==> config.mk <==
export PLATFORM = sky130hd
export DESIGN_NAME = bl_lane_gen
export DESIGN_NICKNAME = d
export VERILOG_FILES = /design/src/rtl/bl_pkg.sv /design/src/rtl/bl_lane_calc.sv /design/src/rtl/bl_addr_step.sv /design/src/rtl/bl_lane_gen.sv
export SDC_FILE = /design/constraint.sdc
export NUM_CORES = 1
export LEC_CHECK = 0
export ABC_AREA = 1
export BUFFER_PORTS_ARGS = -buffer_cell sky130_fd_sc_hd__buf_2
export CORE_MARGIN = 2
export CORE_UTILIZATION = 41
export DETAILED_ROUTE_END_ITERATION = 16
export PLACE_DENSITY = 0.65
export SLEW_MARGIN = 10
export SYNTH_ARGS = -nofsm -noshare
export SYNTH_HDL_FRONTEND = slang
export SYNTH_SLANG_ARGS = --single-unit
==> constraint.sdc <==
create_clock -name clk -period 2.9 [get_ports clk]
set_input_delay 0 -clock clk [delete_from_list [all_inputs] [get_ports clk]]
set_output_delay 0 -clock clk [all_outputs]
set_load 0.05 [all_outputs]
==> src/rtl/bl_pkg.sv <==
package bl_pkg;
  typedef enum logic [1:0] {
    BT_FIXED = 2'd0,
    BT_INCR  = 2'd1,
    BT_WRAP  = 2'd2,
    BT_RSVD  = 2'd3
  } burst_e;
endpackage

==> src/rtl/bl_lane_calc.sv <==
// Lane window and byte-enable mask for one beat.
module bl_lane_calc #(
  parameter int ADDR_W    = 32,
  parameter int BUS_BYTES = 8
) (
  input  logic [ADDR_W-1:0]              addr,
  input  logic [2:0]                     size,
  input  logic                           first_rule,
  input  logic                           en,
  output logic [$clog2(BUS_BYTES)-1:0]   lo,
  output logic [$clog2(BUS_BYTES)-1:0]   hi,
  output logic [BUS_BYTES-1:0]           strb
);
  localparam int LANE_W = $clog2(BUS_BYTES);

  // Lane offset of the start rounded down to the beat size.
  function automatic logic [LANE_W-1:0] f_size_floor(input logic [LANE_W-1:0] a,
                                                      input logic [2:0] sz);
    logic [LANE_W-1:0] keep;
    keep = '1;
    keep = keep << sz;
    return a & keep;
  endfunction

  // Highest lane: base + bytes-per-beat - 1.
  function automatic logic [LANE_W-1:0] f_top_lane(input logic [LANE_W-1:0] base,
                                                    input logic [2:0] sz);
    logic [LANE_W:0] nb;
    logic [LANE_W:0] sum;
    nb  = (LANE_W+1)'(1) << sz;
    sum = {1'b0, base} + nb - (LANE_W+1)'(1);
    return sum[LANE_W-1:0];
  endfunction

  logic [LANE_W-1:0] base;

  always_comb begin
    lo   = addr[LANE_W-1:0];
    base = first_rule ? f_size_floor(addr[LANE_W-1:0], size) : addr[LANE_W-1:0];
    hi   = f_top_lane(base, size);
  end

  for (genvar i = 0; i < BUS_BYTES; i++) begin : g_lane
    assign strb[i] = en && (LANE_W'(i) >= lo) && (LANE_W'(i) <= hi);
  end
endmodule

==> src/rtl/bl_addr_step.sv <==
// Address of the beat that follows the current one.
module bl_addr_step
  import bl_pkg::*;
#(
  parameter int ADDR_W = 32
) (
  input  logic [ADDR_W-1:0] cur,
  input  logic [2:0]        size,
  input  burst_e            kind,
  input  logic [ADDR_W-1:0] bnd,
  input  logic [ADDR_W-1:0] span,
  output logic [ADDR_W-1:0] nxt,
  output logic              wrap_hit
);
  function automatic logic [ADDR_W-1:0] f_beat_bytes(input logic [2:0] sz);
    return ADDR_W'(1) << sz;
  endfunction

  logic [ADDR_W-1:0] nb;
  logic [ADDR_W-1:0] aligned;
  logic [ADDR_W-1:0] plain;

  always_comb begin
    nb       = f_beat_bytes(size);
    aligned  = cur & ~(nb - ADDR_W'(1));
    plain    = cur + nb;
    wrap_hit = (kind == BT_WRAP) && (plain == bnd + span);
    case (kind)
      BT_INCR: nxt = aligned + nb;
      BT_WRAP: nxt = wrap_hit ? bnd : plain;
      default: nxt = cur;
    endcase
  end
endmodule

==> src/rtl/bl_lane_gen.sv <==
module bl_lane_gen
  import bl_pkg::*;
#(
  parameter int ADDR_W    = 32,
  parameter int BUS_BYTES = 8,
  parameter int LEN_W     = 4
) (
  input  logic                          clk,
  input  logic                          rst_n,
  input  logic                          start_i,
  input  logic [ADDR_W-1:0]             addr_i,
  input  logic [2:0]                    size_i,
  input  logic [LEN_W-1:0]              len_i,
  input  logic [1:0]                    burst_i,
  input  logic                          adv_i,
  output logic                          busy_o,
  output logic [ADDR_W-1:0]             addr_o,
  output logic [$clog2(BUS_BYTES)-1:0]  lo_lane_o,
  output logic [$clog2(BUS_BYTES)-1:0]  hi_lane_o,
  output logic [BUS_BYTES-1:0]          strb_o,
  output logic                          last_o,
  output logic                          done_o,
  output logic                          err_o
);
  localparam int LANE_W = $clog2(BUS_BYTES);

  logic              busy_q, first_q, done_q, err_q;
  logic [ADDR_W-1:0] addr_q, bnd_q, span_q;
  logic [2:0]        size_q;
  burst_e            kind_q;
  logic [LEN_W-1:0]  len_q, cnt_q;

  // Named events for the checker.
  logic start_take, beat_fire, is_last, burst_end, wrap_hit;
  logic [ADDR_W-1:0] nxt_addr;

  // Request decode.
  burst_e            req_kind;
  logic [ADDR_W-1:0] req_nb, req_span, req_bnd;
  logic              bad_size, bad_wrap, req_bad;

  always_comb begin
    req_kind = burst_e'(burst_i);
    req_nb   = ADDR_W'(1) << size_i;
    req_span = (ADDR_W'(len_i) + ADDR_W'(1)) << size_i;
    req_bnd  = addr_i & ~(req_span - ADDR_W'(1));
    bad_size = size_i > 3'(LANE_W);
    bad_wrap = (req_kind == BT_WRAP) &&
               ((len_i == '0) || ((len_i & (len_i + LEN_W'(1))) != '0) ||
                ((addr_i & (req_nb - ADDR_W'(1))) != '0));
    req_bad  = bad_size || bad_wrap || (req_kind == BT_RSVD);
  end

  assign start_take = start_i && !busy_q;
  assign beat_fire  = busy_q && adv_i;
  assign is_last    = busy_q && (cnt_q == len_q);
  assign burst_end  = beat_fire && is_last;

  bl_addr_step #(.ADDR_W(ADDR_W)) i_step (
    .cur      (addr_q),
    .size     (size_q),
    .kind     (kind_q),
    .bnd      (bnd_q),
    .span     (span_q),
    .nxt      (nxt_addr),
    .wrap_hit (wrap_hit)
  );

  bl_lane_calc #(.ADDR_W(ADDR_W), .BUS_BYTES(BUS_BYTES)) i_lanes (
    .addr       (addr_q),
    .size       (size_q),
    .first_rule (first_q || (kind_q == BT_FIXED)),
    .en         (busy_q),
    .lo         (lo_lane_o),
    .hi         (hi_lane_o),
    .strb       (strb_o)
  );

  always_ff @(posedge clk) begin
    if (!rst_n) begin
      busy_q  <= 1'b0;
      first_q <= 1'b0;
      done_q  <= 1'b0;
      err_q   <= 1'b0;
      addr_q  <= '0;
      bnd_q   <= '0;
      span_q  <= '0;
      size_q  <= '0;
      kind_q  <= BT_FIXED;
      len_q   <= '0;
      cnt_q   <= '0;
    end else begin
      done_q <= 1'b0;
      err_q  <= 1'b0;
      if (start_take) begin
        if (req_bad) begin
          err_q <= 1'b1;
        end else begin
          busy_q  <= 1'b1;
          first_q <= 1'b1;
          addr_q  <= addr_i;
          bnd_q   <= req_bnd;
          span_q  <= req_span;
          size_q  <= size_i;
          kind_q  <= req_kind;
          len_q   <= len_i;
          cnt_q   <= '0;
        end
      end else if (burst_end) begin
        busy_q  <= 1'b0;
        first_q <= 1'b0;
        done_q  <= 1'b1;
      end else if (beat_fire) begin
        first_q <= 1'b0;
        addr_q  <= nxt_addr;
        cnt_q   <= cnt_q + LEN_W'(1);
      end
    end
  end

  assign busy_o = busy_q;
  assign addr_o = addr_q;
  assign last_o = is_last;
  assign done_o = done_q;
  assign err_o  = err_q;
endmodule

# After elaboration in Yosys (flattened, before gate mapping)
# Index checks and enable logic that the tools add are counted.
[totals] reg_bits=113 input_bits=45
[classes] addsub=11 n_lt_le_gt_ge=17 n_eq_ne=8 shift=5 mux=19 bitwise_logic=9 reduce_logical=43
[op_table] op="32-bit 2-to-1 mux" n=5
[op_table] op="32-bit adder" n=3
[op_table] op="32-bit AND" n=3
[op_table] op="32-bit by 1-bit subtractor with 32-bit output (second input constant)" n=3
[op_table] op="32-bit NOT" n=2
[op_table] op="32-bit one-hot mux with 2 select lines" n=1
[op_table] op="1-bit by 3-bit << shifter with 32-bit output (first input constant)" n=2
[op_table] op="32-bit equality test" n=1
[op_table] op="32-bit nonzero test" n=1
[op_table] op="5-bit by 3-bit << shifter with 32-bit output" n=1
[op_table] op="1-bit logical AND" n=22
[op_table] op="4-bit 2-to-1 mux" n=4
[op_table] op="3-bit >= comparator (first input constant)" n=4
[op_table] op="3-bit <= comparator (first input constant)" n=4
[op_table] op="4-bit by 1-bit adder with 4-bit output (second input constant)" n=2
[op_table] op="1-bit 2-to-1 mux" n=8
[op_table] op="2-bit AND reduction" n=4
[op_table] op="2-bit equality test (second input constant)" n=3
[op_table] op="1-bit by 3-bit >= comparator with 1-bit output (first input constant)" n=2
[op_table] op="2-bit by 3-bit >= comparator with 1-bit output (first input constant)" n=2
[op_table] op="1-bit by 3-bit <= comparator with 1-bit output (first input constant)" n=2
[op_table] op="2-bit by 3-bit <= comparator with 1-bit output (first input constant)" n=2
[op_table] op="3-bit nonzero test" n=2
[op_table] op="4-bit by 1-bit adder with 5-bit output (second input constant)" n=1
[op_table] op="21 further kinds" n=28

# Logic depth before layout (Yosys ltp)
[depth] word_depth=10 mapped_depth=28

# Cells and area by module
# Synthesis repeated with hierarchy kept, for this count alone.
[unflattened] hier_cells=2109 area_unflattened_um2=11808.8
[modules_own_cells] mod="bl_addr_step" n_inst=1 cells_per_inst=1411 area_each_um2=6766.5
[modules_own_cells] mod="bl_lane_gen" n_inst=1 cells_per_inst=646 area_each_um2=4740.8
[modules_own_cells] mod="bl_lane_calc" n_inst=1 cells_per_inst=52 area_each_um2=301.5

# Least setup slack after synthesis
# OpenSTA, ideal clock, no wires.
[synth_path] kind="register to output" startpoint="register size_q[2]" endpoint="output strb_o[5]" t_arrival_ps=3378 required_time_ps=2900 slack_ps=-478 stages_incl_launch_ff=13 n_path_buf=0 cell_sequence="dfxtp_1 -> inv_2 -> nand2_1 -> nor2_1 -> ha_1 -> o21ai_0 -> ha_1 -> inv_1 -> ha_1 -> xor2_1 -> inv_1 -> nand2_1 -> nor3b_1"
[synth_via] elab_chain_len=7 elab_cells_between_ends=8
[synth_lines] item="start, declared" line_no="bl_lane_gen.sv:29" rtl="logic [2:0] size_q;"
[synth_lines] item="start signal, assigned" line_no="bl_lane_gen.sv:104" rtl="size_q <= size_i;"
[synth_lines] item="3-bit by 3-bit << shifter with 3-bit output" line_no="bl_lane_calc.sv:21" rtl="keep = keep << sz;"
[synth_lines] item="3-bit AND" line_no="bl_lane_calc.sv:22" rtl="return a & keep;"
[synth_lines] item="3-bit 2-to-1 mux" line_no="bl_lane_calc.sv:39" rtl="base = first_rule ? f_size_floor(addr[LANE_W-1:0], size) : addr[LANE_W-1:0];"
[synth_lines] item="3-bit adder *" line_no="bl_lane_calc.sv:31" rtl="sum = {1'b0, base} + nb - (LANE_W+1)'(1);"
[synth_lines] item="3-bit by 1-bit subtractor with 3-bit output *" line_no="bl_lane_calc.sv:31"
[synth_lines] item="named net hi_lane_o[2]" line_no="bl_lane_gen.sv:19" rtl="output logic [$clog2(BUS_BYTES)-1:0] hi_lane_o,"
[synth_lines] item="3-bit <= comparator *" line_no="bl_lane_calc.sv:44" rtl="assign strb[i] = en && (LANE_W'(i) >= lo) && (LANE_W'(i) <= hi);"
[synth_lines] item="1-bit logical AND *" line_no="bl_lane_calc.sv:44"
[synth_lines] item="end, declared" line_no="bl_lane_gen.sv:20" rtl="output logic [BUS_BYTES-1:0] strb_o,"
# The timed path passes the listed nets; every way through them passes the cells marked *.

# Worst setup path in the final report
[layout_path] startpoint="register size_q[1]" endpoint="register addr_q[1], in the netlist addr_o[1]"
[layout_via] elab_chain_len=9 elab_cells_between_ends=13
[layout_lines] item="1-bit by 3-bit << shifter with 32-bit output *" line_no="bl_addr_step.sv:16" rtl="return ADDR_W'(1) << sz;"
[layout_lines] item="32-bit by 1-bit subtractor with 32-bit output or 32-bit adder (tied branches)" line_no="bl_addr_step.sv:25, bl_addr_step.sv:26"
[layout_lines] item="32-bit NOT or 32-bit equality test (tied branches)" line_no="bl_addr_step.sv:25, bl_addr_step.sv:27"
[layout_lines] item="32-bit AND or 1-bit logical AND (tied branches)" line_no="bl_addr_step.sv:25, bl_addr_step.sv:27"
[layout_lines] item="32-bit adder or 32-bit 2-to-1 mux (tied branches)" line_no="bl_addr_step.sv:29, bl_addr_step.sv:30"
[layout_lines] item="32-bit one-hot mux with 2 select lines *" line_no="bl_addr_step.sv:28" rtl="case (kind)"
[layout_lines] item="32-bit 2-to-1 mux *" line_no="bl_lane_gen.sv:113" rtl="end else if (beat_fire) begin"
[layout_lines] item="32-bit 2-to-1 mux *" line_no="bl_lane_gen.sv:109" rtl="end else if (burst_end) begin"
[layout_lines] item="32-bit 2-to-1 mux *" line_no="bl_lane_gen.sv:95" rtl="if (start_take) begin"
[layout_lines] item="end signal, assigned" line_no="bl_lane_gen.sv:101" rtl="addr_q <= addr_i;"
[layout_lines] item="end signal, assigned" line_no="bl_lane_gen.sv:115" rtl="addr_q <= nxt_addr;"
[layout_lines] item="end, declared" line_no="bl_lane_gen.sv:28" rtl="logic [ADDR_W-1:0] addr_q, bnd_q, span_q;"
# Mark *: on every way between the ends. The rest lies on a longest branch, timed or not. The select of a mux whose other input is x is not followed.
# A chain may end at the register's enable or synchronous reset.

==> impl_metrics.py <==
metrics = {
    "synth": {
        "synth_cell_types": 50,
        "synthCells": 1737,
        "synth_seq_area_share": 0.192,
        "synth.most_common_cell": "nand2_1",
        "synth_top_cell_by_area": "nand2_1",
        "synth_flop_cell": "dfxtp_1",
        "synth_common_cells": "nand2_1 (518), inv_1 (245), nand3_1 (188)",
        "ys_ff_latch": 93,
        "yosys-top-cells-area": "nand2_1 (20%), dfxtp_1 (19%), nand3_1 (9.7%), inv_1 (9.5%), nor2_1 (6.8%)",
        "ys_warn_count": 0,
        "syn_area_per_cell_um2": 5.58,
        "synthArstFlopShare": 0,
        "synth_top_area_share": 0.201,
        "mappedNetlistArea_um2": 9700,
        "syn_nets": 1820,
        "synth_edf_count": 0,
    },
    "placed_design": {
        "dp_hpwl_mm": 32.4,
        "placed_area_um2": 12600,
        "io_buffers": 94,
        "place_inst": 2381,
        "gp_congestion": 0.977,
    },
    "sta": {
        "slew-limit-headroom": 0.603,
        "worst_slack_ps": -468,
        "worstMarginPinSlew_ps": 596,
        "finalSetupViolCount": 32,
        "final_hold_viol_count": 0,
        "slew_violations": 0,
        "finalCriticalPeriod_ps": 3370,
        "period_share": 1.16,
        "finClkSkew_ps": 12.6,
        "fmax_mhz": 297,
        "rsz0062_at_grt": "yes",
    },
    "setup_path": {
        "rr_startpoint": "size_q[1]",
        "crit_fanout": 8,
        "required_ps": 3190,
        "critPathCaptureType": "register",
        "cp_data_arrival_time_ps": 3660,
        "cp-start-kind": "register",
        "path_class": "reg -> reg",
        "crit_start": "size_q[1]",
    },
    "flow_run": {
        "drv_cap": 0,
    },
    "layout": {
        "fillCellCount": 2194,
        "fin_nets": 2215,
        "fin_area_um2": 14300,
        "seqCellArea_um2": 1880,
        "area_growth_pct": 47.8,
        "final_cells": 2456,
        "antenna_cells": 0,
        "multi_input_area_um2": 7450,
        "layout-drive-gt1-share": 0.297,
    },
    "pwr": {
        "power.switching_uw": 1540,
        "switching_share": 0.385,
        "power.internal_uw": 2460,
        "clkPwrFrac": 0.311,
        "p_per_area_nw_per_um2": 279,
        "pwr-share-seq": 0.341,
        "comb_power_share": 0.348,
        "ir_drop_mv": 0.227,
        "p_leak_uw": 0.00704,
    },
    "detailed_routing": {
        "routed_via_density": 5.37,
        "wl_per_cell_um": 17.4,
        "first_pass_iters": 6,
        "drt_iter0_drc": 1171,
        "ant_nets": 0,
        "route.detailed.drc": 0,
        "num_vias": 13194,
        "routed_wl_mm": 42.8,
    },
    "floorplanning": {
        "die_area_um2": 24900,
        "core_area_um2": 23300,
        "die_y_um": 158,
        "start_util": 0.416,
        "die_w_um": 158,
        "ioPinCount": 95,
        "rows": 56,
    },
    "clock_tree": {
        "tritoncts": "yes",
        "cts-root-buf": "clkbuf_16",
        "clk_transition_reported_paths_ps": 80,
        "numCtsBuffers": 9,
        "htreeDepth": 3,
        "clk_latency_ps": 360,
        "clock_sinks": 93,
        "clk_path_buf_depth": 2,
    },
    "worst_hold_path": {
        "hp-start": "len_i[0]",
        "hp-class": "in -> reg",
    },
    "status": {
        "violations": "setup timing",
        "status": "finished with violations",
    },
    "global_route": {
        "grt_first_pass_wirelength_mm": 65.3,
        "grt_max_degree": 46,
        "global_route.usage.met2": 0.522,
        "antenna_found_initial": 0,
        "grt_use_met3": 0.0539,
        "grtUsageMet1": 0.487,
        "grt_pass1_vias": 12101,
        "gr-usage-all-layers": 0.339,
        "top_usage_layer": "met2",
        "grt.overflow.total": 0,
    },
}
cells by family (layout without fill, tap and decap cells):
kind of cell	count (synthesis)	after routing	share of synthesized area
buffers and inverters	309	709	0.126
and+or+nand+nor	1041	1041	0.478
adders and majority gates	38	38	0.0498
AOI/OAI and AO/OA	227	227	0.128
xor gates and xnor gates	29	29	0.0262
DFF	93	93	0.192
worst max-delay path, cell delays in order, from the launching register on:
cell     delay (ps)
dfxtp_4         380
buf_4           120
nand2_2          60
nor2_4          160
ha_4            260
a21oi_2         220
o21ai_1          90
inv_1            90
buf_4           110
nand2_1         200
inv_1           140
nand2_1          80
nand3_1          90
nand3_2          90
nor2_1          130
nand2_1         100
nor2_4          160
nand3_4         180
buf_12          200
nand2_1          70
nand3_1          80
nand2_1          70
nand2_1          60
a21oi_2         140
area by class of cell:
type | count | share of cell area
inverters | 254 | 0.0667
well taps | 319 | 0.0279
clock inverters | 7 | 0.00463
multi-input cells | 1335 | 0.520
clock buffers | 9 | 0.0157
repair buffers | 439 | 0.234
flip-flops and latches | 93 | 0.131
registers in the layout, summed over array words and instances (netlist names):
name / count
addr_o: 32
bnd_q: 32
span_q: 12
cnt_q: 4
len_q: 4
size_q: 3
kind_q: 2
busy_o: 1
done_o: 1
err_o: 1
first_q: 1
per-layer routing:
| metal | vias to the layer above | wire (um) |
|---|---|---|
| met2 | 638 | 18600 |
| met5 | - | 0 |
| met1 | 6017 | 18900 |
| met3 | 75 | 4320 |
| li1 | 6464 | - |
| met4 | 0 | 971 |
layout by cell type (no fill, tap or decap), types with 12 or more instances in the layout:
| cell | count |
|---|---|
| nand2_1 | 460 |
| buf_4 | 293 |
| inv_1 | 231 |
| nand3_1 | 173 |
| nor2_1 | 162 |
| buf_2 | 90 |
| dfxtp_1 | 85 |
| a21oi_1 | 68 |
| o21ai_0 | 66 |
| nand4_1 | 65 |
| nand2_2 | 56 |
| dlygate4sd3_1 | 33 |
| a21oi_2 | 26 |
| o22ai_1 | 25 |
| ha_1 | 25 |
| nand2_4 | 19 |
| inv_2 | 17 |
| nor3_1 | 17 |
| nor2_4 | 16 |
| nand3_2 | 16 |
| nand3b_1 | 16 |
| xor2_1 | 12 |
path summary, 6_finish.rpt:
check                                  end  cells after the start  slack [ps]
worst min-delay path              len_q[0]                      3          40
worst max-delay path             addr_o[1]                     23        -470
worst min register to register  span_q[10]                      2         430
worst max register to register   addr_o[1]                     23        -470
metrics by stage:
| stage | util | setup WS, ps | TNS (ps) | hold WS [ps] | power (uW) |
|---|---|---|---|---|---|
| 4_1_cts | 0.594 | -268 | -6740 | 28.9 | 3910 |
| 6_report | 0.614 | -468 | -12750 | 35.9 | 4000 |
| 3_3_place_gp | 0.540 | -657 | -18320 | 249 | 2570 |
| 2_1_floorplan | - | -2.55 | -16.8 | 113 | 2080 |
| 5_1_grt | 0.614 | -588 | -17730 | 70.2 | 4140 |
| 3_5_place_dp | 0.540 | -634 | -17960 | 272 | 2560 |
timing repair:
item | in CTS | in global routing
gates cloned | 3 | 1
hold endpoints to repair | 33 | 0
gates resized for setup | 132 | 103
pin swaps | 18 | 64
buffers inserted | 13 | 10
setup endpoints to repair | 37 | 48
hold buffers | 33 | 0
power groups by stage:
| stage | clock network, uW | registers [uW] | logic, uW |
|---|---|---|---|
| after detailed placement | 0 | 1390 | 1180 |
| after CTS | 1260 | 1360 | 1290 |
| after global routing | 1290 | 1360 | 1480 |
| after floorplan | 0 | 1440 | 646 |
| final | 1250 | 1360 | 1390 |
| after global placement | 0 | 1390 | 1180 |
Power figures use the tool's default switching activity.
